--- config.mk ---
export PLATFORM = sky130hd
export DESIGN_NAME = burst_sram
export DESIGN_NICKNAME = d
export VERILOG_FILES = /design/src/rtl/burst_sram_pkg.sv /design/src/rtl/burst_sram_seq.sv /design/src/rtl/burst_sram_mem.sv /design/src/rtl/burst_sram_out.sv /design/src/rtl/burst_sram.sv
export SDC_FILE = /design/constraint.sdc
export NUM_CORES = 2
export LEC_CHECK = 0
export ABC_AREA = 1
export BUFFER_PORTS_ARGS = -buffer_cell sky130_fd_sc_hd__buf_2
export CAP_MARGIN = 25
export CORE_MARGIN = 10
export CORE_UTILIZATION = 50
export CTS_BUF_LIST = sky130_fd_sc_hd__clkbuf_8
export CTS_CLUSTER_SIZE = 28
export DETAILED_ROUTE_END_ITERATION = 16
export PLACE_DENSITY_LB_ADDON = 0.3
export SLEW_MARGIN = 20
export SYNTH_ARGS = -nofsm -noshare
export SYNTH_HDL_FRONTEND = slang
export SYNTH_HIERARCHICAL = 1
export SYNTH_SLANG_ARGS = --single-unit
--- constraint.sdc ---
create_clock -name clk -period 3.9 [get_ports clk]
set_input_delay 0.195 -clock clk [delete_from_list [all_inputs] [get_ports clk]]
set_output_delay 0.195 -clock clk [all_outputs]
set_load 0.05 [all_outputs]
--- src/rtl/burst_sram_pkg.sv ---
package burst_sram_pkg;

    localparam int LANES  = 4;
    localparam int LANE_W = 9;
    localparam int WORD_W = LANES * LANE_W;
    localparam int BEAT_W = 2;

    typedef enum logic [1:0] {
        ACC_NONE  = 2'd0,
        ACC_READ  = 2'd1,
        ACC_WRITE = 2'd2
    } acc_kind_e;

    typedef struct packed {
        acc_kind_e         kind;
        logic [LANES-1:0]  mask;
    } acc_t;

    // low address bits for a beat of the burst
    function automatic logic [BEAT_W-1:0] beat_lo(
        input logic [BEAT_W-1:0] start,
        input logic [BEAT_W-1:0] cnt,
        input logic              lin
    );
        return lin ? BEAT_W'(start + cnt) : (start ^ cnt);
    endfunction

    // lane write mask from the three write controls (all active low)
    function automatic logic [LANES-1:0] write_lanes(
        input logic             all_n,
        input logic             wen_n,
        input logic [LANES-1:0] lane_n
    );
        if (!all_n)
            return '1;
        else if (!wen_n)
            return ~lane_n;
        else
            return '0;
    endfunction

endpackage

--- src/rtl/burst_sram_seq.sv ---
module burst_sram_seq
    import burst_sram_pkg::*;
#(
    parameter int ADDR_W = 6
) (
    input  logic                      clk,
    input  logic                      rst,
    input  logic                      ce_n,
    input  logic                      strb_cpu_n,
    input  logic                      strb_ctl_n,
    input  logic                      adv_n,
    input  logic                      order_lin,
    input  logic [ADDR_W-1:0]         addr,
    input  logic [LANES-1:0]          lane_we_n,
    input  logic                      all_we_n,
    input  logic                      we_n,
    output acc_t                      acc,
    output logic [ADDR_W-1:0]         acc_addr
);

    localparam int UP_W = ADDR_W - BEAT_W;

    logic                   active_q, active_d;
    logic [ADDR_W-1:0]      base_q, base_d;
    logic [BEAT_W-1:0]      cnt_q, cnt_d;
    logic                   start;
    logic [LANES-1:0]       wmask;

    always_comb begin
        start    = !strb_cpu_n || !strb_ctl_n;
        wmask    = write_lanes(all_we_n, we_n, lane_we_n);
        active_d = active_q;
        base_d   = base_q;
        cnt_d    = cnt_q;
        acc.kind = ACC_NONE;
        acc.mask = '0;
        if (start) begin
            if (ce_n) begin
                active_d = 1'b0;
            end else begin
                active_d = 1'b1;
                base_d   = addr;
                cnt_d    = '0;
                if (!strb_cpu_n || wmask == '0) begin
                    acc.kind = ACC_READ;
                end else begin
                    acc.kind = ACC_WRITE;
                    acc.mask = wmask;
                end
            end
        end else if (active_q) begin
            if (!adv_n)
                cnt_d = cnt_q + 1'b1;
            if (wmask == '0) begin
                acc.kind = ACC_READ;
            end else begin
                acc.kind = ACC_WRITE;
                acc.mask = wmask;
            end
        end
        acc_addr = {base_d[ADDR_W-1 -: UP_W], beat_lo(base_d[BEAT_W-1:0], cnt_d, order_lin)};
    end

    always_ff @(posedge clk) begin
        if (rst) begin
            active_q <= 1'b0;
            base_q   <= '0;
            cnt_q    <= '0;
        end else begin
            active_q <= active_d;
            base_q   <= base_d;
            cnt_q    <= cnt_d;
        end
    end


    adv_hold_chk: assert property (@(posedge clk) disable iff (rst)
        (!start && active_q && adv_n) |=> (cnt_q == $past(cnt_q)));


    start_zero_chk: assert property (@(posedge clk) disable iff (rst)
        (start && !ce_n) |=> (cnt_q == '0 && base_q == $past(addr) && active_q));


    desel_chk: assert property (@(posedge clk) disable iff (rst)
        (start && ce_n) |=> !active_q);


    cpu_read_chk: assert property (@(posedge clk) disable iff (rst)
        (!strb_cpu_n && !ce_n) |-> (acc.kind == ACC_READ && acc.mask == '0));

endmodule

--- src/rtl/burst_sram_mem.sv ---
module burst_sram_mem
    import burst_sram_pkg::*;
#(
    parameter int ADDR_W = 6
) (
    input  logic               clk,
    input  acc_t               acc,
    input  logic [ADDR_W-1:0]  acc_addr,
    input  logic [WORD_W-1:0]  wr_data,
    output logic [WORD_W-1:0]  rd_word
);

    localparam int DEPTH = 1 << ADDR_W;

    logic [LANE_W-1:0] rd_lane [LANES];

    for (genvar g = 0; g < LANES; g++) begin : g_lane
        logic [LANE_W-1:0] lane_mem [DEPTH];

        always_ff @(posedge clk) begin
            if (acc.kind == ACC_WRITE && acc.mask[g])
                lane_mem[acc_addr] <= wr_data[g*LANE_W +: LANE_W];
            if (acc.kind == ACC_READ)
                rd_lane[g] <= lane_mem[acc_addr];
        end

        assign rd_word[g*LANE_W +: LANE_W] = rd_lane[g];
    end

endmodule

--- src/rtl/burst_sram_out.sv ---
module burst_sram_out
    import burst_sram_pkg::*;
(
    input  logic clk,
    input  logic rst,
    input  acc_t acc,
    input  logic oe_n,
    output logic rd_en
);

    logic drive_q;

    always_ff @(posedge clk) begin
        if (rst)
            drive_q <= 1'b0;
        else
            drive_q <= (acc.kind == ACC_READ);
    end

    assign rd_en = drive_q && !oe_n;


    wr_no_drive_chk: assert property (@(posedge clk) disable iff (rst)
        (acc.kind == ACC_WRITE) |=> !rd_en);


    idle_no_drive_chk: assert property (@(posedge clk) disable iff (rst)
        (acc.kind == ACC_NONE) |=> !rd_en);

endmodule

--- src/rtl/burst_sram.sv ---
module burst_sram
    import burst_sram_pkg::*;
#(
    parameter int ADDR_W = 6
) (
    input  logic                     clk,
    input  logic                     rst,
    input  logic                     ce_n,
    input  logic                     strb_cpu_n,
    input  logic                     strb_ctl_n,
    input  logic                     adv_n,
    input  logic                     order_lin,
    input  logic [ADDR_W-1:0]        addr,
    input  logic [35:0]              wr_data,
    input  logic [3:0]               lane_we_n,
    input  logic                     all_we_n,
    input  logic                     we_n,
    input  logic                     oe_n,
    output logic [35:0]              rd_data,
    output logic                     rd_en
);

    acc_t               acc;
    logic [ADDR_W-1:0]  acc_addr;

    burst_sram_seq #(.ADDR_W(ADDR_W)) u_seq (
        .clk        (clk),
        .rst        (rst),
        .ce_n       (ce_n),
        .strb_cpu_n (strb_cpu_n),
        .strb_ctl_n (strb_ctl_n),
        .adv_n      (adv_n),
        .order_lin  (order_lin),
        .addr       (addr),
        .lane_we_n  (lane_we_n),
        .all_we_n   (all_we_n),
        .we_n       (we_n),
        .acc        (acc),
        .acc_addr   (acc_addr)
    );

    burst_sram_mem #(.ADDR_W(ADDR_W)) u_mem (
        .clk      (clk),
        .acc      (acc),
        .acc_addr (acc_addr),
        .wr_data  (wr_data),
        .rd_word  (rd_data)
    );

    burst_sram_out u_out (
        .clk   (clk),
        .rst   (rst),
        .acc   (acc),
        .oe_n  (oe_n),
        .rd_en (rd_en)
    );


    always_comb begin
        if (!rst && oe_n)
            oe_off_chk: assert (!rd_en);
    end

endmodule

==> impl_metrics.tcl <==
set metrics [dict create \
    antenna_found_initial 13 \
    max_freq_mhz 263.6 \
    tightest_slew_ns 1.088 \
    htreeDepth 5 \
    cpLargestDelayFamily "simple AND/OR/NAND/NOR gates" \
    final_common_cell "nand2_1" \
    die_area_um2 218100 \
    synth_area_um2 99930 \
    start_kind "flip-flop" \
    top_layer "met4" \
    rr_startpoint "u_seq/active_q" \
    place_area_um2 105500 \
    critical_path.max_fanout 9 \
    hold_viol 0 \
    ant_nets 0 \
    syn2layout_area_growth_pct 13.07 \
    clockBufferDepth 4 \
    worstSkewPairLatency_ns 1.10 \
    ir_drop_v 0.0003942 \
    place_congestion 0.9024 \
    worst_slack_ns 0.1059 \
    period_share_pct 97.28 \
    drive_gt1_share_pct 10.47 \
    grt_max_degree 147 \
    clkTransAtPathRegs_ns 0.06 \
    pin_count 93 \
    wire_per_inst_um 21.57 \
    grt_pass1_vias 66930 \
    clock_skew_ns 0.09538 \
    num_vias 70770 \
    syn-num-nets 9935 \
    power-per-cell-area_nw_per_um2 476.5 \
    ys_warn_count 6 \
    holdCritPathClass "in -> reg" \
    grt_pass1_wl_um 424800 \
    outcome "finished, final reports clean" \
    criticalPathCategory "reg -> reg" \
    worst_hold_slack_ns 0.1511 \
    holdCritStartpoint "wr_data[11]" \
    arrival_ns 4.53 \
    ys_seq_area_share_pct 70.52 \
    wirelength_um 288300 \
    setup_viol 0 \
    path_common_cell "nand2_1" \
    drt-initial-drc-count 8288 \
    cts_tree "built" \
    avgSynthCellArea_um2 10.12 \
    drc 0 \
    cp-startpoint "u_seq/active_q" \
    die_x_um 467.0 \
    crit_path_cell_trace "nand3_1, or2_0, nand2_1, nand2_1, inv_1, ha_4, nand2_1, nand3_1, nand2_1, nor2_1, nor2_4, buf_12, buf_4, nor2_4, inv_1, nor2_4, nand2_1, buf_4, nor2_1, buf_4" \
    dp_slack_ns -0.3940 \
    design_area_um2 113000 \
    cts_num_sinks 2350 \
    cts-root-buf "clkbuf_8" \
    met1_length_um 112600 \
    die_height_um 467.0 \
    place.port_buffers 92 \
    critPathRequiredTime_ns 4.64 \
    slew_violations 0 \
    cts-buffers-inserted 386 \
    cellLeakagePower_nw 47.96 \
    vias_per_cell 5.294 \
    grt.total_usage_pct 25.80 \
    fin_crit_ns 3.794 \
    synth.distinct_cells 26 \
    maxCapViolations 0 \
    grt_remaining_overflow 0 \
    final_cell_mix "6517 x nand2_1, 2340 x edfxtp_1, 462 x buf_4, 391 x clkbuf_8, 354 x nor2_1" \
    initial_core_util_pct 50.15 \
    nets 10480 \
    synth_cells 9878 \
    route.met3.wl_um 28930 \
    synth_seq_cells 2350 \
    timing.critical_path.buf_inv 6 \
    met2_length_um 132700 \
    critPathMaxStageDelay_ns 0.31 \
    cp-end-kind "flip-flop" \
    hpwl_um 178500 \
    critPathSlowestCell "dfxtp_1" \
    core_um2 199200 \
    first_pass_iters 6 \
    rows 164 \
    maxSlewHeadroom_pct 27.48 \
]
-- power by group --
part	internal [mW]	switching, mW
registers	27.9	0.0527
logic	1.69	4.86
clock network	9.84	9.53
total	39.4	14.5
-- worst paths after layout --
path / endpoint / slack, ns / cells after the start
hold reg to reg: u_mem/rd_lane[3][7] / 0.84 / 6
setup reg to reg: u_mem/g_lane[1].lane_mem[16][0] / 0.11 / 20
hold / removal: u_mem/g_lane[1].lane_mem[35][2] / 0.15 / 2
setup / recovery: u_mem/g_lane[1].lane_mem[16][0] / 0.11 / 20
-- cell usage after synthesis --
cell	count	area (µm²)
clkbuf_1	129	484.2
nand2_4	1	11.26
nand2_2	4	25.02
buf_1	17	63.81
dfxtp_1	10	200.2
nor2_4	8	90.09
or2_2	5	31.28
inv_2	5	18.77
or2_0	1	6.260
or2_1	6	37.54
o21ai_1	6	30.03
ha_1	1	12.51
o211ai_1	5	37.54
nor2_1	360	1351
nor3_2	8	80.08
o21ai_0	6	30.03
buf_2	248	1241
a21oi_1	6	30.03
nor2_2	4	25.02
nand3_1	18	90.09
buf_6	52	585.6
nand2_1	6529	24510
edfxtp_1	2340	70270
o21ai_2	1	8.760
inv_1	40	150.1
buf_4	68	510.5
-- worst reg2reg max path, delay by kind of cell, from the launching register on --
family | cells | cell delay [ns]
AND/OR/NAND/NOR | 13 | 1.97
buffers and inverters | 6 | 1.08
adder cells (fa/ha/maj) | 1 | 0.14
flip-flops | 1 | 0.31
-- state kept, by name, indices dropped and copies added (netlist names) --
name / flops
u_mem/rd_lane: 36
u_seq/cnt_q: 2
u_seq/base_q: 6
u_out/drive_q: 1
u_mem/g_lane.lane_mem: 2304
u_seq/active_q: 1
-- layout make-up --
class,count,area [µm²]
repair buffers,671,5690
clock inverters,268,1325
diodes,17,42.54
inverters,45,198.9
fillers,16560,86260
multi-input cells,6969,26560
flip-flops and latches,2350,70470
clock buffers,391,5381
well taps,2656,3323
-- cells by family (layout without fill, tap and decap cells) --
family | Yosys count | after routing | synth area share, %
AOI/OAI and AO/OA | 24 | 24 | 0.1365
other | 0 | 17 | 0
and+or+nand+nor | 6944 | 6944 | 26.27
DFF | 2350 | 2350 | 70.52
adders and majority gates | 1 | 1 | 0.01252
buffers and inverters | 559 | 1375 | 3.056
-- routing by layer --
metal | up-vias | global-route usage [%]
li1 | 32940 | -
met1 | 33630 | 34.13
met2 | 3542 | 40.16
met3 | 657 | 5.859
met4 | 0 | 12.92
met5 | - | 0
-- stage by stage --
step           utilization, %  power [mW]  instances    TNS, ns
2_1_floorplan               -       32.52       9878          0
3_3_place_gp            52.92       34.76      12620    -100.44
3_5_place_dp            52.93       34.82      12620     -90.15
4_1_cts                 56.60       53.99      13340          0
5_1_grt                 56.69       55.84      13350  -0.002478
6_report                56.71       53.83      13370          0
-- repair_timing --
item                                    4_1_cts  5_1_grt
endpoints found under the setup margin        0      415
endpoints found under the hold margin      1422        0
buffers inserted                              0        4
gates resized for setup                       0       16
hold buffers                                 61        0
(Power assumes the default switching activity.)
